## src/rtl/qz_pkg.sv

```systemverilog
package qz_pkg;

  // Strobes from the sequencer to the datapath, one per stage kind.
  typedef struct packed {
    logic capture;  // latch sign, magnitude, threshold, seed
    logic decide;   // resolve one magnitude bit
    logic negate;   // apply sign to rebuilt value
    logic publish;  // move results to output registers
  } qzStrobe_t;

  localparam int unsigned SEQ_W = 3;

endpackage

```

## src/rtl/qz_ctrl.sv

```systemverilog
module qz_ctrl
  import qz_pkg::*;
(
  input  logic      clk,
  input  logic      rstN,
  input  logic      start,
  output qzStrobe_t ctl,
  output logic      busy,
  output logic      done
);

  localparam logic [SEQ_W-1:0] ST_IDLE = '0;
  localparam logic [SEQ_W-1:0] ST_CAPT = SEQ_W'(1);
  localparam logic [SEQ_W-1:0] ST_BIT0 = SEQ_W'(2);
  localparam logic [SEQ_W-1:0] ST_BIT2 = SEQ_W'(4);
  localparam logic [SEQ_W-1:0] ST_NEG  = SEQ_W'(5);
  localparam logic [SEQ_W-1:0] ST_PUB  = SEQ_W'(6);
  localparam logic [SEQ_W-1:0] ST_DONE = '1;

  logic [SEQ_W-1:0] stateQ;

  // Linear count: idle waits for start, all others step unconditionally.
  always_ff @(posedge clk or negedge rstN) begin
    if (!rstN)                                   stateQ <= ST_IDLE;
    else if (stateQ != ST_IDLE || start)         stateQ <= stateQ + SEQ_W'(1);
  end

  // Fixed control word per count value.
  always_comb begin
    ctl.capture = (stateQ == ST_CAPT);
    ctl.decide  = (stateQ >= ST_BIT0) && (stateQ <= ST_BIT2);
    ctl.negate  = (stateQ == ST_NEG);
    ctl.publish = (stateQ == ST_PUB);
    busy        = (stateQ != ST_IDLE) && (stateQ != ST_DONE);
    done        = (stateQ == ST_DONE);
  end

  a_r2_linear_step: assert property (@(posedge clk) disable iff (!rstN)
    (stateQ != ST_IDLE) |=> (stateQ == SEQ_W'($past(stateQ) + SEQ_W'(1))));

  a_r2_start_busy: assert property (@(posedge clk) disable iff (!rstN)
    (stateQ == ST_IDLE && start) |=> busy);

  a_r2_done_pulse: assert property (@(posedge clk) disable iff (!rstN)
    done |=> (!done && !busy));

  a_r3_idle_hold: assert property (@(posedge clk) disable iff (!rstN)
    (stateQ == ST_IDLE && !start) |=> (stateQ == ST_IDLE));

endmodule

```

## src/rtl/qz_datapath.sv

```systemverilog
module qz_datapath
  import qz_pkg::*;
#(
  parameter int unsigned DATA_W = 16,
  parameter int unsigned STEP_W = 15
)(
  input  logic              clk,
  input  logic              rstN,
  input  qzStrobe_t         ctl,
  input  logic [DATA_W-1:0] sample,
  input  logic [DATA_W-1:0] pred,
  input  logic [STEP_W-1:0] step,
  output logic [3:0]        code,
  output logic [DATA_W-1:0] recon
);

  localparam int unsigned MAG_W = DATA_W + 1;
  localparam int unsigned ACC_W = ((STEP_W + 1 > DATA_W) ? STEP_W + 1 : DATA_W) + 2;
  localparam logic signed [ACC_W-1:0] POS_LIM = ACC_W'((1 << (DATA_W - 1)) - 1);
  localparam logic signed [ACC_W-1:0] NEG_LIM = -ACC_W'(1 << (DATA_W - 1));

  logic                    signQ;
  logic [MAG_W-1:0]        magQ;
  logic [STEP_W-1:0]       thrQ;
  logic signed [ACC_W-1:0] accQ;
  logic [2:0]              bitsQ;
  logic [3:0]              codeQ;
  logic [DATA_W-1:0]       reconQ;

  logic signed [MAG_W-1:0] diff;
  logic [MAG_W-1:0]        thrWide;
  logic                    hit;
  logic [DATA_W-1:0]       satAcc;

  always_comb begin
    diff    = $signed({sample[DATA_W-1], sample}) - $signed({pred[DATA_W-1], pred});
    thrWide = MAG_W'(thrQ);
    hit     = (magQ >= thrWide);
    if (accQ > POS_LIM)      satAcc = POS_LIM[DATA_W-1:0];
    else if (accQ < NEG_LIM) satAcc = NEG_LIM[DATA_W-1:0];
    else                     satAcc = accQ[DATA_W-1:0];
  end

  always_ff @(posedge clk or negedge rstN) begin
    if (!rstN) begin
      signQ  <= 1'b0;
      magQ   <= '0;
      thrQ   <= '0;
      accQ   <= '0;
      bitsQ  <= '0;
      codeQ  <= '0;
      reconQ <= '0;
    end else begin
      if (ctl.capture) begin
        signQ <= diff[MAG_W-1];
        magQ  <= diff[MAG_W-1] ? MAG_W'(-diff) : MAG_W'(diff);
        thrQ  <= step;
        accQ  <= ACC_W'(step >> 3);
        bitsQ <= '0;
      end
      if (ctl.decide) begin
        bitsQ <= {bitsQ[1:0], hit};
        thrQ  <= thrQ >> 1;
        if (hit) begin
          magQ <= magQ - thrWide;
          accQ <= accQ + ACC_W'(thrQ);
        end
      end
      if (ctl.negate && signQ) accQ <= -accQ;
      if (ctl.publish) begin
        codeQ  <= {signQ, bitsQ};
        reconQ <= satAcc;
      end
    end
  end

  assign code  = codeQ;
  assign recon = reconQ;

  a_r5_mag_shrinks: assert property (@(posedge clk) disable iff (!rstN)
    ctl.decide |=> (magQ <= $past(magQ)));

  a_r6_sign_agrees: assert property (@(posedge clk) disable iff (!rstN)
    ctl.publish |=> !(!codeQ[3] && reconQ[DATA_W-1]));

  a_r8_hold_outputs: assert property (@(posedge clk) disable iff (!rstN)
    !ctl.publish |=> ($stable(codeQ) && $stable(reconQ)));

  a_r7_saturated_range: assert property (@(posedge clk) disable iff (!rstN)
    (ctl.publish && (accQ > POS_LIM)) |=> (reconQ == POS_LIM[DATA_W-1:0]));

endmodule

```

## src/rtl/serial_quantizer.sv

```systemverilog
module serial_quantizer
  import qz_pkg::*;
#(
  parameter int unsigned DATA_W = 16,
  parameter int unsigned STEP_W = 15
)(
  input  logic              clk,
  input  logic              rstN,
  input  logic              start,
  input  logic [DATA_W-1:0] sample,
  input  logic [DATA_W-1:0] pred,
  input  logic [STEP_W-1:0] step,
  output logic [3:0]        code,
  output logic [DATA_W-1:0] recon,
  output logic              busy,
  output logic              done
);

  qzStrobe_t ctl;

  qz_ctrl u_ctrl (
    .clk   (clk),
    .rstN  (rstN),
    .start (start),
    .ctl   (ctl),
    .busy  (busy),
    .done  (done)
  );

  qz_datapath #(.DATA_W(DATA_W), .STEP_W(STEP_W)) u_dp (
    .clk    (clk),
    .rstN   (rstN),
    .ctl    (ctl),
    .sample (sample),
    .pred   (pred),
    .step   (step),
    .code   (code),
    .recon  (recon)
  );

endmodule

```

## config.mk

```make
export PLATFORM = sky130hd
export DESIGN_NAME = serial_quantizer
export DESIGN_NICKNAME = d
export VERILOG_FILES = /design/src/rtl/qz_pkg.sv /design/src/rtl/qz_ctrl.sv /design/src/rtl/qz_datapath.sv /design/src/rtl/serial_quantizer.sv
export SDC_FILE = /design/constraint.sdc
export NUM_CORES = 1
export LEC_CHECK = 0
export CAP_MARGIN = 20
export CORE_ASPECT_RATIO = 0.7
export CORE_MARGIN = 2
export CORE_UTILIZATION = 63
export DETAILED_ROUTE_END_ITERATION = 8
export PLACE_DENSITY = 0.88
export SKIP_CTS_REPAIR_TIMING = 1
export SYNTH_ARGS = -nofsm -noshare
export SYNTH_HDL_FRONTEND = slang
export SYNTH_HIERARCHICAL = 1
export SYNTH_SLANG_ARGS = --single-unit
```

## constraint.sdc

```tcl
create_clock -name clk -period 8.2 [get_ports clk]
set_clock_uncertainty 0.1 [all_clocks]
set_input_delay 0.82 -clock clk [delete_from_list [all_inputs] [get_ports clk]]
set_output_delay 0.82 -clock clk [all_outputs]
set_load 0.03 [all_outputs]
```

Word level (Yosys, flattened, before mapping)
Index checks and enable logic that the tools add are counted.
- register bits after elaboration: 77
- latch bits: 0
- memory bits (writable): 0
- bits in read-only memories: 0
- input port bits: 50
- output and inout bits: 22
- memories kept: 0
- add/subtract/negate cells: 6
- multipliers: 0
- div/mod/pow operators: 0
- order comparisons: 5
- eq/ne operators: 5
- shifts and indexed selects: 0
- mux-type cells: 14
- bitwise logic cells: 0
- reduce and logical (&&, ||, !) cells: 6
- operator list (kind ; count):
    $mux 18 ; 4
    $mux 17 ; 4
    $mux 16 ; 2
    $mux 15 ; 2
    $add 18x15->18 ; 1
    $gt 18x16->1 const B ; 1
    $lt 18x16->1 const B ; 1
    $neg 18->18 ; 1
    $ge 17x15->1 ; 1
    $neg 17->17 ; 1
    $sub 16x16->17 ; 1
    $sub 17x15->17 ; 1
    $eq 3x3->1 const B ; 3
    $mux 3 ; 2
    $add 3x1->3 const B ; 1
    $eq 3x1->1 const B ; 1
    $ge 3x2->1 const B ; 1
    $le 3x3->1 const B ; 1
    $logic_and 1x1->1 ; 3
    $ne 3x3->1 const B ; 1
    $reduce_bool 3->1 ; 1
    $reduce_bool 2->1 ; 1
    $logic_or 1x1->1 ; 1

Longest topological paths before layout
- word-level depth: 6
- gate-level depth with buffers: 13
- depth with buffers taken out: 12

Hierarchy
Netlist, hierarchy kept.
- modules (own cells, without submodules) (module ; times used ; cells an instance ; area each (µm²) ; seq. area each (µm²)):
    qz_datapath ; 1 ; 832 ; 6675.2 ; 1851.8
    qz_ctrl ; 1 ; 20 ; 239.0 ; 75.1

Worst setup path after synthesis
No wires, ideal clock.
- path type: input to register
- start: in sample[0]
- end: reg u_dp.magQ[14]
- setup time: 0.125 ns
- arrival: 3.528 ns
- required time: 7.975 ns
- slack: 4.447 ns
- stages on the path: 12
- path buffers: 0
- cells stage by stage: inv_1 -> ha_1 -> fa_1 -> nor2b_4 -> o31a_1 -> o21ai_1 -> o31a_1 -> xnor2_1 -> or4_4 -> or4_1 -> o2111ai_1 -> o21ai_1
- word-level cells in the longest chain between the ends: 6
- ends and longest elaborated chain (item ; line ; RTL):
    start, declared ; serial_quantizer.sv:10 ; input logic [DATA_W-1:0] sample,
    $sub 16x16->17 * ; qz_datapath.sv:36 ; diff = $signed({sample[DATA_W-1], sample}) - $signed({pred[DATA_W-1], pred});
    $neg 17->17 ; qz_datapath.sv:56 ; magQ <= diff[MAG_W-1] ? MAG_W'(-diff) : MAG_W'(diff);
    $mux 17 * ; qz_datapath.sv:56 ;
    $mux 17 * ; qz_datapath.sv:54 ; if (ctl.capture) begin
    $mux 17 ; qz_datapath.sv:64 ; if (hit) begin
    $mux 17 * ; qz_datapath.sv:61 ; if (ctl.decide) begin
    end signal, assigned ; qz_datapath.sv:56 ;
    end signal, assigned ; qz_datapath.sv:65 ; magQ <= magQ - thrWide;
    end, declared ; qz_datapath.sv:23 ; logic [MAG_W-1:0] magQ;
Mark *: on every way between the ends. The rest lies on a longest branch, timed or not.
A chain may end at the register's enable or synchronous reset.

Worst setup path in the final report
- start: in pred[0]
- end: reg u_dp.magQ[4]
- word-level cells in the longest chain between the ends: 6
- ends and longest elaborated chain (item ; line ; RTL):
    start, declared ; serial_quantizer.sv:11 ; input logic [DATA_W-1:0] pred,
    $sub 16x16->17 * ; qz_datapath.sv:36 ;
    $neg 17->17 ; qz_datapath.sv:56 ;
    $mux 17 * ; qz_datapath.sv:56 ;
    $mux 17 * ; qz_datapath.sv:54 ;
    $mux 17 ; qz_datapath.sv:64 ;
    $mux 17 * ; qz_datapath.sv:61 ;
Marked as above.

==> summary.md <==
| Metric | Value |
|---|---|
| Status | `finished clean` |
| Max Freq | `0.2369 GHz` |
| Antenna diodes | `0` |
| Synth cell types | `71` |
| Warnings from Yosys | `6` |
| CTS max path bufs | `2` |
| Sink Count | `77` |
| Placer Congestion | `0.9649` |
| MaxCap Viol Count | `0` |
| Row cnt | `31` |
| Count leader, synth | `nand2_1` |
| Syn Nets | `958` |
| Crit path kind | `input port to flop` |
| # IOs | `72` |
| Setup ws final | `3.978 ns` |
| Post-synth top area share | `0.2787` |
| Worst hold path type | `flop to flop` |
| Root buffer cell | `clkbuf_16` |
| Post-synth EDFFs | `0` |
| Initial Util | `0.6578` |
| Area Overhead vs Synth | `15.27%` |
| Synth Flop Type | `dfrtp_1` |
| Final #Nets | `1,005` |
| Die H | `91.65 microns` |
| Synthesized instance count | `852` |
| Seq cells post-synth | `77` |
| First drt pass iteration count | `6` |
| Via/cell ratio | `6.150` |
| Critical path peak fanout | `13` |
| Ratio of cells with drive above 1 in the final layout | `0.06195` |
| Cell total after placement | `1,035` |
| Top cells by area, synth | `dfrtp_1 28%, ha_1 9.6%, o21ai_0 5.3%` |
| Critical Path RT | `8.35 ns` |
| Max_slew headroom | `0.2796` |
| Pwr/cell area | `444.3 nW/um^2` |
| CTS Buf Count | `9` |
| Largest net degree at the start of global routing | `78` |
| Worst-Margin Slew | `1.081 ns` |
| CTS tree | `yes` |
| Core Area | `10,510 sq um` |
| Via count | `6,470` |
| R2R depth | `11` |
| Vias in the first global route | `6,206` |
| Critical Path AT | `4.37 ns` |
| Kind of start point of the critical path | `input port` |
| Die X | `129.2 microns` |
| Final Slew Violations | `0` |
| First-pass GRT wire length | `30.10 mm` |
| Buffers on Ports | `71` |
| Sequential element share of the synthesized area | `0.2787` |
| Placement Setup Slack | `3.736 ns` |
| Post-synth top cells | `79 x nand2_1, 77 x dfrtp_1, 73 x o21ai_0, 72 x nor2_1, 66 x inv_1` |
| RSZ-0062 raised after global routing | `false` |
| Worst skew pair latency | `0.34 ns` |
| Hold depth | `1` |
| Die ar. | `11,840 sq um` |
| DRC viols | `0` |
| Leak | `3.394 nW` |
| Post-route ant nets | `0` |
| Clock H-tree levels | `3` |
| Post-route setup TNS | `0 ns` |
| Tcrit/Tclk final | `0.5148` |
| Asr flop ratio synth | `1.000` |
| Tot Pwr | `3.541 mW` |
| Reg2Reg Setup Slack | `4.71 ns` |
| Final wirelength | `17.99 mm` |
| CTS clk-pin slew, worst paths | `0.06 ns` |
| Iter 0 DRT Violations | `540` |
| Final hold violation count | `0` |
| Element type at the critical path end | `flop` |
| Peak supply drop | `0.4464 mV` |
| Avg WL per Cell | `17.10 microns` |
| Initial antenna violation count | `0` |
| Dpl hpwl | `13.31 mm` |
| Final Setup Violations | `0` |
| Area of the mapped netlist | `6914 sq um` |
| Gr ovfl total | `0` |
| Final std cells w/o fill | `1,052` |
| Gr usage total | `0.3137` |
| Largest area contributor in the netlist | `dfrtp_1` |
| Post-route minimum period | `4.222 ns` |
| Avg Cell Area, Syn | `8.115 sq um` |
[cells by family (layout without fill, tap and decap cells)]
| logic type | Yosys count | after routing | synth area share |
|---|---|---|---|
| compound gates | 251 | 251 | 0.2371 |
| xor+xnor | 47 | 47 | 0.05954 |
| fa+ha+maj | 56 | 56 | 0.1046 |
| buf+inv | 106 | 158 | 0.06062 |
| flops | 77 | 77 | 0.2787 |
| mux | 43 | 43 | 0.06478 |
| simple gates | 272 | 272 | 0.1947 |
[path summary, 6_finish.rpt]
check | endpoint | startpoint
worst max-delay path | u_dp/magQ[4]$_DFF_PN0_ | pred[0]
worst min-delay path | u_dp/recon[15]$_DFFE_PN0P_ | u_dp/recon[15]$_DFFE_PN0P_
worst max register to register | u_dp/magQ[16]$_DFF_PN0_ | u_dp/thrQ[2]$_DFFE_PN0P_
worst min register to register | u_dp/recon[15]$_DFFE_PN0P_ | u_dp/recon[15]$_DFFE_PN0P_
max in group asynchronous | u_dp/magQ[13]$_DFF_PN0_ | rstN
min in group asynchronous | u_dp/magQ[1]$_DFF_PN0_ | rstN
[worst max-delay path, cell delays in order]
cell	delay [ns]
clkdlybuf4s50_1	0.46
ha_1	0.22
fa_1	0.29
nor2b_4	0.05
o31a_1	0.28
o21ai_1	0.33
o221ai_1	0.27
a21oi_1	0.88
o21ai_0	0.27
xnor2_1	0.22
mux2i_1	0.09
o21ai_0	0.18
[through the flow]
stage            util  cell area (sq um)  hold slack [ns]
2_1_floorplan       -               6914           0.3573
3_3_place_gp   0.7302               7675           0.3894
3_5_place_dp   0.7302               7675           0.3944
4_1_cts        0.7556               7943           0.4063
5_1_grt        0.7582               7970           0.4182
6_report       0.7582               7970           0.4072
[power by group]
part	switching, mW	internal, mW
Combinational	1.35	1.01
Sequential	0.226	0.583
Clock	0.162	0.203
Total	1.74	1.80
[metal layers]
metal	GRT usage	routed length (microns)	part of all wire
met3	0.06301	1184	0.066
met4	0.07337	274	0.015
met1	0.4563	8563	0.48
met2	0.4811	7965	0.44
met5	0	0	0
[placed cells by master (no fill, tap or decap), types with 6 or more instances in the layout]
cell	count
a21oi_1	51
o21bai_1	6
a22oi_1	6
xor2_1	17
a211oi_1	9
o211ai_1	18
inv_1	66
and2_1	8
nand2b_1	12
dfrtp_1	77
a21o_1	15
ha_1	53
o21a_1	14
o21ai_0	73
nor3b_1	7
mux2i_1	32
or3_1	9
nand2_1	79
nor2_1	72
nor2b_1	11
a31oi_1	7
nor3_1	18
mux2_2	10
and3_1	8
xnor2_1	30
clkbuf_16	9
nand3_1	17
clkdlybuf4s50_1	70
o21ai_1	6
[sequential cells by signal, summed over array words and instances, names as in the netlist]
register,count
u_ctrl/stateQ,3
u_dp/accQ,18
u_dp/bitsQ,3
u_dp/code,4
u_dp/magQ,17
u_dp/recon,16
u_dp/signQ,1
u_dp/thrQ,15
[layout make-up]
type                    instances  area (sq um)
clock buffers                   9         225.2
clock inverters                 7         42.54
fillers                       750          2541
inverters                      67         251.5
multi-input cells             669          4581
flip-flops and latches         77          1927
well taps                     148         185.2
repair buffers                 75         758.2
(Power assumes the default switching activity.)
